File: config.mk
export PLATFORM = sky130hd
export DESIGN_NAME = burst_window_sched
export DESIGN_NICKNAME = d
export VERILOG_FILES = /design/src/rtl/bws_pkg.sv /design/src/rtl/bws_pending.sv /design/src/rtl/bws_counter.sv /design/src/rtl/bws_fsm.sv /design/src/rtl/burst_window_sched.sv
export SDC_FILE = /design/constraint.sdc
export NUM_CORES = 1
export LEC_CHECK = 0
export BUFFER_PORTS_ARGS = -buffer_cell sky130_fd_sc_hd__buf_4
export CORE_MARGIN = 5
export CORE_UTILIZATION = 55
export DETAILED_ROUTE_END_ITERATION = 8
export HOLD_SLACK_MARGIN = 0.12
export PLACE_DENSITY = 0.83
export SLEW_MARGIN = 5
export SYNTH_ARGS = -nofsm -noshare
export SYNTH_HDL_FRONTEND = slang
export SYNTH_SLANG_ARGS = --single-unit
File: constraint.sdc
create_clock -name clk -period 1.7 [get_ports clk]
set_input_delay 0.085 -clock clk [delete_from_list [all_inputs] [get_ports clk]]
set_output_delay 0.085 -clock clk [all_outputs]
set_load 0.05 [all_outputs]
File: src/rtl/bws_pkg.sv
package bws_pkg;

    typedef enum logic [2:0] {
        PH_WINDOW = 3'd0,
        PH_GRACE  = 3'd1,
        PH_DEFER  = 3'd2,
        PH_BURST  = 3'd3,
        PH_SETTLE = 3'd4
    } phase_e;

    typedef struct packed {
        logic cnt_clr;
        logic consume;
        logic start;
    } fsm_ctl_t;

    function automatic int unsigned max_of3(input int unsigned a,
                                            input int unsigned b,
                                            input int unsigned c);
        int unsigned m;
        m = (a > b) ? a : b;
        return (m > c) ? m : c;
    endfunction

    function automatic int unsigned cnt_width(input int unsigned top_val);
        return (top_val < 2) ? 1 : $clog2(top_val + 1);
    endfunction

endpackage

File: src/rtl/bws_pending.sv
module bws_pending (
    input  logic clk,
    input  logic rst,
    input  logic tick,
    input  logic consume,
    output logic pend
);
    always_ff @(posedge clk) begin
        if (rst)          pend <= 1'b0;
        else if (consume) pend <= 1'b0;
        else if (tick)    pend <= 1'b1;
    end
endmodule

File: src/rtl/bws_counter.sv
module bws_counter #(
    parameter int unsigned CW = 8
) (
    input  logic          clk,
    input  logic          rst,
    input  logic          clr,
    output logic [CW-1:0] cnt
);
    localparam logic [CW-1:0] CNT_MAX = '1;

    always_ff @(posedge clk) begin
        if (rst || clr)          cnt <= '0;
        else if (cnt != CNT_MAX) cnt <= cnt + 1'b1;
    end
endmodule

File: src/rtl/bws_fsm.sv
module bws_fsm
    import bws_pkg::*;
#(
    parameter int unsigned WIN_CYC    = 250,
    parameter int unsigned SETTLE_CYC = 20,
    parameter int unsigned GRACE_CYC  = 10,
    parameter int unsigned CW         = 8
) (
    input  logic          clk,
    input  logic          rst,
    input  logic          due,
    input  logic          burst_done,
    input  logic          xfer_busy,
    input  logic [CW-1:0] cnt,
    output phase_e        phase,
    output fsm_ctl_t      ctl,
    output logic          start_q
);
    localparam logic [CW-1:0] WIN_LAST    = CW'(WIN_CYC - 1);
    localparam logic [CW-1:0] SETTLE_LAST = CW'(SETTLE_CYC - 1);
    localparam logic [CW-1:0] GRACE_LAST  = CW'(GRACE_CYC - 1);

    phase_e nxt;

    always_comb begin
        nxt = phase;
        ctl = '0;
        unique case (phase)
            PH_WINDOW: begin
                if (cnt >= WIN_LAST && due) begin
                    ctl.cnt_clr = 1'b1;
                    nxt = xfer_busy ? PH_DEFER : PH_GRACE;
                end
            end
            PH_GRACE: begin
                if (xfer_busy) begin
                    nxt = PH_DEFER;
                end else if (cnt >= GRACE_LAST) begin
                    nxt         = PH_BURST;
                    ctl.start   = 1'b1;
                    ctl.consume = 1'b1;
                end
            end
            PH_DEFER: begin
                if (!xfer_busy) begin
                    if (cnt >= GRACE_LAST) begin
                        nxt         = PH_BURST;
                        ctl.start   = 1'b1;
                        ctl.consume = 1'b1;
                    end else begin
                        nxt = PH_GRACE;
                    end
                end
            end
            PH_BURST: begin
                if (burst_done) begin
                    nxt = PH_SETTLE;
                    ctl.cnt_clr = 1'b1;
                end
            end
            PH_SETTLE: begin
                if (cnt >= SETTLE_LAST) begin
                    nxt = PH_WINDOW;
                    ctl.cnt_clr = 1'b1;
                end
            end
            default: begin
                nxt = PH_WINDOW;
                ctl.cnt_clr = 1'b1;
            end
        endcase
    end

    always_ff @(posedge clk) begin
        if (rst) begin
            phase   <= PH_WINDOW;
            start_q <= 1'b0;
        end else begin
            phase   <= nxt;
            start_q <= ctl.start;
        end
    end
endmodule

File: src/rtl/burst_window_sched.sv
module burst_window_sched
    import bws_pkg::*;
#(
    parameter int unsigned WIN_CYC    = 250,
    parameter int unsigned SETTLE_CYC = 20,
    parameter int unsigned GRACE_CYC  = 10
) (
    input  logic clk,
    input  logic rst,
    input  logic slot_tick,
    input  logic burst_done,
    input  logic xfer_busy,
    output logic burst_start,
    output logic ready_drive_low
);
    localparam int unsigned CNT_TOP = max_of3(WIN_CYC, SETTLE_CYC, GRACE_CYC);
    localparam int unsigned CW      = cnt_width(CNT_TOP);

    logic          pend;
    logic          due;
    logic [CW-1:0] cnt;
    phase_e        phase;
    fsm_ctl_t      ctl;

    assign due = pend | slot_tick;

    bws_pending u_pending (
        .clk     (clk),
        .rst     (rst),
        .tick    (slot_tick),
        .consume (ctl.consume),
        .pend    (pend)
    );

    bws_counter #(.CW(CW)) u_counter (
        .clk (clk),
        .rst (rst),
        .clr (ctl.cnt_clr),
        .cnt (cnt)
    );

    bws_fsm #(
        .WIN_CYC    (WIN_CYC),
        .SETTLE_CYC (SETTLE_CYC),
        .GRACE_CYC  (GRACE_CYC),
        .CW         (CW)
    ) u_fsm (
        .clk        (clk),
        .rst        (rst),
        .due        (due),
        .burst_done (burst_done),
        .xfer_busy  (xfer_busy),
        .cnt        (cnt),
        .phase      (phase),
        .ctl        (ctl),
        .start_q    (burst_start)
    );

    assign ready_drive_low = (phase != PH_WINDOW);
endmodule

# [Yosys cells after proc, flatten, opt, wreduce, memory -nomap -nowiden]
# Cells that the tools add are included.
[classes] n_bitwise=2 magnitude_cmp=3 shift=0 addsub=1 mux=16 n_reduce_logical=8 mul=0 eq_ne=10 div_mod_pow=0
[ops] operator="two-way mux 3 bit" count=6
[ops] operator="one-hot mux 3 bit (5 select lines)" count=1
[ops] operator="two-way mux 2 bit" count=5
[ops] operator="adder 8 x 1 -> 8 bit, second input constant" count=1
[ops] operator="greater-or-equal comparator 8 x 4 -> 1 bit, second input constant" count=1
[ops] operator="greater-or-equal comparator 8 x 5 -> 1 bit, second input constant" count=1
[ops] operator="greater-or-equal comparator 8 bit, second input constant" count=1
[ops] operator="!= test 8 bit, second input constant" count=1
[ops] operator="== test 3 x 2 -> 1 bit, second input constant" count=2
[ops] operator="AND reduction 5 bit" count=1
[ops] operator="!= test 2 x 1 -> 1 bit, second input constant" count=2
[ops] operator="!= test 2 bit, second input constant" count=2
[ops] operator="one-hot mux 1 bit (4 select lines)" count=1
[ops] operator="OR reduction 2 bit" count=2
[ops] operator="== test 3 x 1 -> 1 bit, second input constant" count=1
[ops] operator="== test 3 bit, second input constant" count=1
[ops] operator="logical NOT 3 bit" count=1
[ops] operator="two-way mux 1 bit" count=3
[ops] operator="!= test 3 x 2 -> 1 bit, second input constant" count=1
[ops] operator="nonzero test 3 bit" count=1
[ops] operator="OR reduction 3 bit" count=1
[ops] operator="logical AND 1 bit" count=1
[ops] operator="logical OR 1 bit" count=1
[ops] operator="inverter 1 bit" count=1
[ops] operator="OR 1 bit" count=1
[word_totals] input_bits=5 ff_bits=13 wordCells=44 output_inout_bits=2 ramBits=0 mem_bits_ro=0 latch_bits=0 n_memories=0

# [Longest topological paths before layout]
# Gate-level depths: netlist of run 1.
[logic_depth] ltp_word=5 depth_mapped=6 mapped_depth_nobuf=6

# [Cells and area by module]
# A second synthesis of run 1 with hierarchy kept.
[hier_totals] cells_unflattened=94 area_unflattened_um2=808.3
[by_module_without_submodules] module="bws_counter" area_per_inst_um2=422.9 cells_each=50 instances=1
[by_module_without_submodules] module="bws_fsm" area_per_inst_um2=339.1 cells_each=39 instances=1
[by_module_without_submodules] module="bws_pending" area_per_inst_um2=33.8 cells_each=3 instances=1
[by_module_without_submodules] module="burst_window_sched" area_per_inst_um2=12.5 cells_each=2 instances=1

# [Worst setup path after synthesis of run 1]
# No wires, ideal clock.
[synth_path] path_kind="reg-to-reg" startpoint="reg u_counter.cnt[1]" endpoint="reg u_counter.cnt[6]" stages_incl_launch_ff=7 path_buffers=0 arrival_ns=1.425 required_ns=1.621 setup_time_ns=0.079 slack_ns=0.195 period_less_slack_ns=1.505 cell_sequence="dfxtp_1 inv_1 ha_1 nor3b_1 nor4_1 a221o_2 a211oi_2"
[synth_between] elab_chain_cells=5
[synth_rtl] item="start: declaration" line="bws_counter.sv:7" rtl="output logic [CW-1:0] cnt"
[synth_rtl] item="start signal: assignment" line="bws_counter.sv:13" rtl="else if (cnt != CNT_MAX) cnt <= cnt + 1'b1;"
[synth_rtl] item="greater-or-equal comparator 8 bit" line="bws_fsm.sv:30" rtl="if (cnt >= WIN_LAST && due) begin"
[synth_rtl] item="logical AND 1 bit" line="bws_fsm.sv:30"
[synth_rtl] item="two-way mux 1 bit" line="bws_fsm.sv:30"
[synth_rtl] item="one-hot mux 1 bit (4 select lines)" line="bws_fsm.sv:28" rtl="unique case (phase)"
[synth_rtl] item="logical OR 1 bit" line="bws_counter.sv:12" rtl="if (rst || clr) cnt <= '0;"
# Several ways; a longest one is shown, not always the timed one.
# A chain may end at the register's enable or synchronous reset.

# [Worst setup path in the final report of run 1]
[layout_path] startpoint="in burst_done" endpoint="reg u_counter.cnt[6]"
[layout_between] elab_chain_cells=3
[layout_rtl] item="start: declaration" line="burst_window_sched.sv:11" rtl="input logic burst_done,"
[layout_rtl] item="two-way mux 1 bit" line="bws_fsm.sv:56" rtl="if (burst_done) begin"
[layout_rtl] item="one-hot mux 1 bit (4 select lines)" line="bws_fsm.sv:28"
[layout_rtl] item="logical OR 1 bit" line="bws_counter.sv:12"
# Every way passes these cells.

==> results_dict.tcl, run 1 <==
set metrics [dict create \
    status "finished clean" \
    antenna_found_initial 0 \
    syn2layout_area_growth_pct 18.2 \
    die_y_microns 46.9 \
    synth-seq-cells 13 \
    yosys.area.top_type "dfxtp_1" \
    dp_cells 108 \
    vias 659 \
    grt_pass1_wl_microns 2560 \
    worstMarginPinSlew_ns 0.375 \
    hold_path.class "in2reg" \
    stdcell_count 114 \
    syn-num-nets 97 \
    crit_fanout 8 \
    powerDensity_nw_per_um2 639 \
    cts_max_level 1 \
    synthXorXnorAreaFrac 0.0700 \
    period_minus_slack_ns 1.60 \
    finalNetCount 108 \
    synth-warning-count 0 \
    fp-row-count 13 \
    cts_sinks 13 \
    numPortBuffers 6 \
    synthAdderAreaFrac 0.0500 \
    clk_latency_ns 0.27 \
    synthMuxAreaShare 0.0267 \
    endpoint "u_counter.cnt[6]" \
    clk_pin_slew_worst_paths_ns 0.08 \
    die_area_sq_um 2200 \
    yosys_most_used_dff "dfxtp_1" \
    final_cell_mix "dfxtp_1 (11), nor2_1 (8), buf_4 (8)" \
    grt_pass1_vias 615 \
    worstRegToRegCells 4 \
    p_total_mw 0.567 \
    critPathArrivalTime_ns 1.79 \
    drc 0 \
    clockBufferDepth 2 \
    slew_headroom 0.750 \
    coreArea_sq_um 1300 \
    fillers 108 \
    hold_ws_ns 0.156 \
    netlist.area_leader.share 0.347 \
    io_pins 7 \
    netlist-cell-type-count 34 \
    max_freq_ghz 0.625 \
    crit_path_start "burst_done" \
    synth_area_sq_um 751 \
    drt_iter0_drc 9 \
    cts_made_buffers 3 \
    power_leakage_nw 0.334 \
    dpl.hpwl_microns 1090 \
    cts_root_buf "clkbuf_4" \
    grt_max_degree 13 \
    synth_top_family_by_area "simple AND/OR/NAND/NOR gates" \
    postCtsSetupBuffers 0 \
    reg2reg_setup_slack_ns 0.11 \
    r2r-start "u_counter.cnt[4]" \
    viasPerCell 5.78 \
    syn_area_per_cell_sq_um 8.44 \
    initial_utilization 0.577 \
    ir_worst_vdd_mv 0.324 \
    synth-compound-area-share 0.182 \
    report.final.slew_viol_count 0 \
    post-route-period-util 0.941 \
    synth-simple-area-share 0.255 \
    die_w_microns 46.9 \
    fin_setup_tns_ns 0 \
    hold_viol 0 \
    critPathRequiredTime_ns 1.89 \
    end_kind "register" \
    ant_nets 0 \
    regArea_sq_um 263 \
    synth_edf_count 0 \
    num_antenna_cells 0 \
    final_util 0.682 \
    drt-total-wl_microns 1480 \
    cts_tree "yes" \
    synthTopCellsByArea "dfxtp_1 (35%), ha_1 (5.0%), a21oi_1 (4.0%)" \
    routedWlPerCell_microns 13.0 \
    fin_worst_skew_ns 0.00462 \
    setup_viol 0 \
    drt_first_pass_iters 4 \
    final_common_cell "dfxtp_1" \
    syn_inst 89 \
    drv_cap 0 \
    synthArstFlopShare 0 \
    multi_input_area_sq_um 477 \
    critPathKind "in2reg" \
    layout-drive-gt1-share 0.222 \
    gp_congestion 0.849 \
    yosysSeqAreaShare 0.347 \
    grt-ovfl-total 0 \
    grtUsageTotal 0.159 \
    r2r_end "u_counter.cnt[0]" \
    start_kind "input port" \
]
where the power goes:
group | total [mW] | internal (mW) | switching [mW] | leakage [nW]
logic | 0.0600 | 0.0312 | 0.0288 | 0.212
clock network | 0.185 | 0.0907 | 0.0938 | 0.0150
registers | 0.322 | 0.313 | 0.00915 | 0.106
total | 0.567 | 0.435 | 0.132 | 0.334
metrics by stage:
step / area [sq um] / setup WS (ns)
floorplan: 751 / 0.195
global placement: 800 / 0.0772
detailed placement: 800 / 0.0619
CTS: 846 / 0.0417
global route: 887 / -0.0121
finish: 887 / 0.100
worst min path at each step:
stage / start / end / slack [ns] / depth (start not counted)
2_1_floorplan: rst / u_fsm.phase[2] / 0.15 / 1
3_3_place_gp: rst / u_fsm.phase[2] / 0.31 / 2
3_5_place_dp: rst / u_fsm.phase[2] / 0.31 / 2
4_1_cts: slot_tick / u_pending.pend / 0.14 / 3
5_1_grt: xfer_busy / u_fsm.phase[0] / 0.17 / 4
6_report: slot_tick / u_pending.pend / 0.16 / 3
state kept, by name (all words and copies together), names as in the netlist:
| name | count |
|---|---|
| u_counter.cnt | 8 |
| u_fsm.phase | 3 |
| u_fsm.start_q | 1 |
| u_pending.pend | 1 |
repair_timing:
item | CTS | global route
resized for setup | 0 | 11
hold endpoints to repair | 4 | 0
setup endpoints to repair | 0 | 12
hold buffers | 2 | 0
worst max-delay path: stages:
cell and delay (ns):
dlygate4sd3_1 0.54, buf_4 0.14, a21o_1 0.17, a221o_1 0.28
a221o_2 0.38, a211oi_2 0.20
per-layer routing:
layer / share of wire / routed length (microns) / vias up / GRT usage
met3: 0.032 / 48 / 2 / 0.0268
met5: 0 / 0 / - / 0
met1: 0.46 / 686 / 306 / 0.193
met4: 0.0041 / 6 / 0 / 0.0718
met2: 0.50 / 737 / 7 / 0.271
li1: - / - / 344 / -
Yosys cell counts, drive strengths merged (3+ instances only):
cell type	number
xor2	3
dfxtp	13
nor2	8
a21oi	6
nand3	6
inv	6
xnor2	3
nand2	4
ha	3
nor3	5
nor3b	3
cell type report:
class | instances | area share
repair buffers | 10 | 0.0903
inverters | 6 | 0.0254
well taps | 15 | 0.0212
multi-input cells | 66 | 0.537
flip-flops and latches | 13 | 0.296
clock buffers | 4 | 0.0296
kinds of logic after synthesis:
family,count (synthesis)
AOI/OAI and AO/OA,18
xor gates and xnor gates,6
adders and majority gates,3
buffers and inverters,10
DFF,13
muxes,2
and+or+nand+nor,37
Power figures use the tool's default switching activity.
==> run 2: changes to the inputs <==
- GPL_TIMING_DRIVEN: default -> 0
==> results_dict.tcl, run 2 (synthesis gave the netlist of run 1 again) <==
set metrics [dict create \
    rsz0062_at_grt "yes" \
    grt_pass1_wl_microns 2700 \
    cts_sinks 13 \
    dp_cells 110 \
    critPathKind "reg2reg" \
    grt_max_degree 11 \
    slowest_delay_ns 0.49 \
    cts_root_buf "clkbuf_4" \
    drv_cap 0 \
    drt-total-wl_microns 1670 \
    final_util 0.694 \
    min_path_cells 4 \
    crit_family "compound AO/OA/AOI/OAI gates" \
    pwr-share-seq 0.565 \
    drt_first_pass_iters 4 \
    report.final.slew_viol_count 0 \
    crit_buf_inv 0 \
    cp_slowest_cell "a221o_2" \
    final_cell_mix "dfxtp_1 (11), buf_4 (8), nor2_1 (8)" \
    hold_path.class "in2reg" \
    powerDensity_nw_per_um2 630 \
    largestRegisters "u_counter.cnt (8), u_fsm.phase (3)" \
    numPortBuffers 6 \
    dpl.hpwl_microns 1130 \
    power_switching_mw 0.141 \
    io_pins 7 \
    fin_worst_skew_ns 0.00645 \
    setup_viol 0 \
    power_leakage_nw 0.353 \
    critPathRequiredTime_ns 1.90 \
    viasPerCell 6.19 \
    largest_register_ffs 8 \
    start_kind "register" \
    fin_area_sq_um 903 \
    die_w_microns 46.9 \
    fillers 109 \
    coreArea_sq_um 1300 \
    clk_latency_ns 0.27 \
    critPathArrivalTime_ns 1.85 \
    worstRegToRegCells 5 \
    cts_made_buffers 3 \
    power.internal_mw 0.428 \
    grtUsageTotal 0.175 \
    slew_headroom 0.792 \
    hold_viol 0 \
    crit_fanout 8 \
    place_area_sq_um 815 \
    status "finished clean" \
    finalNetCount 111 \
    die_area_sq_um 2200 \
    ant_nets 0 \
    vias 724 \
    swShare 0.248 \
    path_cells "ha_2, o31ai_2, nand2_1, a221o_2, a211oi_2" \
    p_total_mw 0.569 \
    layout-drive-gt1-share 0.265 \
    num_antenna_cells 0 \
    cp.depth 5 \
    drc 0 \
    initial_utilization 0.577 \
    grt_pass1_vias 655 \
    post-route-period-util 0.969 \
    clk_pin_slew_worst_paths_ns 0.09 \
    final_common_cell "dfxtp_1" \
    fp-row-count 13 \
    grt-ovfl-total 0 \
    clockBufferDepth 2 \
    worstMarginPinSlew_ns 0.309 \
    max_freq_ghz 0.607 \
    antenna_found_initial 0 \
    stdcell_count 117 \
    top_register "u_counter.cnt" \
    syn2layout_area_growth_pct 20.3 \
    routedWlPerCell_microns 14.3 \
    end_kind "register" \
    drt_iter0_drc 18 \
    cts_tree "yes" \
    die_y_microns 46.9 \
    p_comb_frac 0.100 \
    period_minus_slack_ns 1.65 \
    clkPwrFrac 0.335 \
    cts_max_level 1 \
    gp_congestion 0.842 \
    fin_setup_tns_ns 0 \
    ir_worst_vdd_mv 0.518 \
]
run 2: power by group through the flow:
stage / clock [mW] / sequential, mW / combinational [mW]
finish: 0.191 / 0.321 / 0.0567
global route: 0.215 / 0.323 / 0.0632
CTS: 0.195 / 0.320 / 0.0523
detailed placement: 0 / 0.326 / 0.0456
global placement: 0 / 0.326 / 0.0442
floorplan: 0 / 0.325 / 0.0300
run 2: cell type report:
type | count | area [sq um] | share of cell area
Multi-Input combinational cell | 66 | 468 | 0.518
Sequential cell | 13 | 263 | 0.291
Timing Repair Buffer | 9 | 72.6 | 0.0803
Buffer | 4 | 31.3 | 0.0346
Clock buffer | 3 | 22.5 | 0.0249
Inverter | 6 | 22.5 | 0.0249
Tap cell | 15 | 18.8 | 0.0208
Clock inverter | 1 | 5.00 | 0.00554
run 2: path summary, 6_finish.rpt:
kind / start / to / slack, ns
max: u_counter.cnt[0] / u_counter.cnt[6] / 0.05
min: xfer_busy / u_fsm.phase[0] / 0.14
max reg2reg: u_counter.cnt[0] / u_counter.cnt[6] / 0.05
min reg2reg: u_counter.cnt[0] / u_counter.cnt[0] / 0.57
run 2: stage by stage:
step | setup slack, ns | hold slack [ns]
after floorplan | 0.195 | 0.154
after global placement | 0.0226 | 0.303
after detailed placement | 0.000322 | 0.308
after CTS | 0.0478 | 0.137
after global routing | -0.0118 | 0.135
final | 0.0521 | 0.140
run 2: timing repair:
action / 4_1_cts / 5_1_grt
setup endpoints to repair: 2 / 9
setup buffers: 0 / 1
pin swaps: 0 / 5
hold buffers: 2 / 0
gates resized for setup: 2 / 10
endpoints found under the hold margin: 4 / 0
run 2: worst reg2reg max path: cells and delay by family, from the launching register on:
family	cells	cell delay, ns
AOI/OAI and AO/OA	3	0.91
DFF	1	0.36
adders and majority gates	1	0.22
and+or+nand+nor	1	0.09
run 2: per-layer routing:
metal / track usage / share of wire
met5: 0 / 0
met3: 0.0460 / 0.065
met2: 0.309 / 0.52
met4: 0.0829 / 0.0072
met1: 0.193 / 0.41
==> run 3: changes to the inputs <==
- ABC_AREA: default -> 1
- CORE_UTILIZATION: 55 -> 56
- CTS_BUF_LIST: default -> sky130_fd_sc_hd__clkbuf_16
- PLACE_DENSITY: 0.83 -> 0.84
==> results_dict.tcl, run 3 <==
set metrics [dict create \
    status "finished clean" \
    vias 765 \
    regArea_sq_um 260 \
    place_area_sq_um 872 \
    cp_slowest_cell "dfxtp_1" \
    cts_root_buf "clkbuf_16" \
    cts_max_level 1 \
    fp-row-count 13 \
    fillers 93 \
    path_cells "ha_1, nand2_1, inv_1, nand2_1, inv_1, nand2_2, inv_2, nor3_1, nor2_1" \
    syn_inst 119 \
    grt_max_degree 9 \
    synthArstFlopShare 0 \
    slowest_delay_ns 0.34 \
    antenna_found_initial 0 \
    dp_cells 140 \
    worstMarginPinSlew_ns 0.398 \
    numPortBuffers 6 \
    postCtsSetupBuffers 0 \
    syn2layout_area_growth_pct 19.3 \
    layout-drive-gt1-share 0.177 \
    die_area_sq_um 2300 \
    crit_family "simple AND/OR/NAND/NOR gates" \
    grtUsageTotal 0.192 \
    clk_pin_slew_worst_paths_ns 0.05 \
    critPathArrivalTime_ns 1.65 \
    syn_area_per_cell_sq_um 6.79 \
    final_cell_mix "nand2_1 (24), nor2_1 (21), inv_1 (15)" \
    netlist.area_leader.share 0.322 \
    crit_fanout 6 \
    cts_made_buffers 3 \
    synthTopCellsByArea "dfxtp_1 (32%), nand2_1 (12%), nor2_1 (9.8%)" \
    drt_iter0_drc 26 \
    yosys.area.top_type "dfxtp_1" \
    drt-total-wl_microns 1730 \
    report.final.slew_viol_count 0 \
    synth-seq-cells 13 \
    netlist-cell-type-count 26 \
    drv_cap 0 \
    gp_congestion 0.872 \
    hold_path.class "in2reg" \
    period_minus_slack_ns 1.53 \
    clockBufferDepth 2 \
    synth.most_common_cell "nand2_1" \
    crit_buf_inv 3 \
    yosysSeqAreaShare 0.322 \
    viasPerCell 5.28 \
    synth-warning-count 0 \
    die_w_microns 48.0 \
    fin_setup_tns_ns 0 \
    largestRegisters "u_counter.cnt (8), u_fsm.phase (3)" \
    post-route-period-util 0.897 \
    die_y_microns 48.0 \
    syn-num-nets 127 \
    coreArea_sq_um 1330 \
    end_kind "register" \
    ir_worst_vdd_mv 0.891 \
    setup_viol 0 \
    drt_first_pass_iters 4 \
    max_freq_ghz 0.656 \
    fin_area_sq_um 965 \
    initial_utilization 0.606 \
    power_leakage_nw 0.474 \
    grt-ovfl-total 0 \
    clk_latency_ns 0.25 \
    fin_worst_skew_ns 0.00314 \
    synth_area_sq_um 808 \
    num_antenna_cells 0 \
    finalNetCount 139 \
    multi_input_area_sq_um 487 \
    routedWlPerCell_microns 11.9 \
    p_total_mw 1.38 \
    ant_nets 0 \
    synth_edf_count 0 \
    slew_headroom 0.734 \
    start_kind "register" \
    grt_pass1_vias 686 \
    final_common_cell "nand2_1" \
    critPathRequiredTime_ns 1.82 \
    drc 0 \
    grt_pass1_wl_microns 2960 \
    powerDensity_nw_per_um2 1430 \
    yosys_most_used_dff "dfxtp_1" \
    dpl.hpwl_microns 1240 \
    stdcell_count 145 \
    ys_top_cells_by_count "nand2_1 (25), nor2_1 (21), inv_1 (16)" \
    io_pins 7 \
    top_register "u_counter.cnt" \
    cts_tree "yes" \
    critPathKind "reg2reg" \
    largest_register_ffs 8 \
    hold_viol 0 \
    rsz0062_at_grt "no" \
    cts_sinks 13 \
]
-- run 3: changes by cell type in the layout (fill, tap and decap cells not counted), sizes merged, moves of 3 or more --
cell,delta
buf,-3
inv,+11
nand2,+22
nor2,+17
nor3b,-3
xnor2,-3
-- run 3: what timing repair did --
action	CTS	global route
endpoints found under the hold margin	1	0
resized for setup	0	2
hold buffers	1	0
setup endpoints to repair	0	2
-- run 3: final timing paths --
path,end,start,cells past startpoint,slack (ns)
max reg2reg,u_counter.cnt[6],u_counter.cnt[0],9,0.17
min,u_fsm.start_q,xfer_busy,4,0.16
min reg2reg,u_counter.cnt[0],u_counter.cnt[0],2,0.52
max,u_counter.cnt[6],u_counter.cnt[0],9,0.17
-- run 3: layer usage --
metal  track usage  vias to the layer above  wire length (microns)
met5             0                        -                      0
met4        0.0968                        0                     40
met3        0.0451                        6                     82
met2         0.309                       20                    817
met1         0.236                      335                    785
li1              -                      404                      -
-- run 3: cell type report --
type                       count  share of cell area
multi-input combinational     89               0.505
inverter                      17              0.0661
clock inverter                 1             0.00519
clock buffer                   3              0.0778
tap                           15              0.0195
timing repair buffer           7              0.0571
sequential                    13               0.270
-- run 3: worst reg2reg max path: cells and delay by family, from the launching register on --
family	cells	cell delay, ns
DFF	1	0.34
adders and majority gates	1	0.22
and+or+nand+nor	5	0.59
buffers and inverters	3	0.25
-- run 3: kinds of logic (layout without fill, tap and decap cells) --
kind of cell             count (synthesis)  count (layout)  synth area share
buffers and inverters                   17              28            0.0789
adder cells (fa/ha/maj)                  3               3            0.0464
AO/OA/AOI/OAI                           13              13            0.0975
AND/OR/NAND/NOR                         69              69             0.412
flip-flops                              13              13             0.322
XOR/XNOR                                 4               4            0.0433
-- run 3: report_power, final --
group	internal, mW	total (mW)	switching, mW
combinational	0.182	0.501	0.319
clock	0.314	0.455	0.141
sequential	0.346	0.420	0.0744
total	0.842	1.38	0.534
-- run 3: through the flow --
| step | setup WS, ns | util | hold slack, ns |
|---|---|---|---|
| finish | 0.175 | 0.723 | 0.155 |
| global route | 0.0310 | 0.723 | 0.191 |
| CTS | 0.0792 | 0.721 | 0.154 |
| detailed placement | 0.124 | 0.654 | 0.258 |
| global placement | 0.200 | 0.654 | 0.251 |
| floorplan | 0.247 | - | 0.157 |
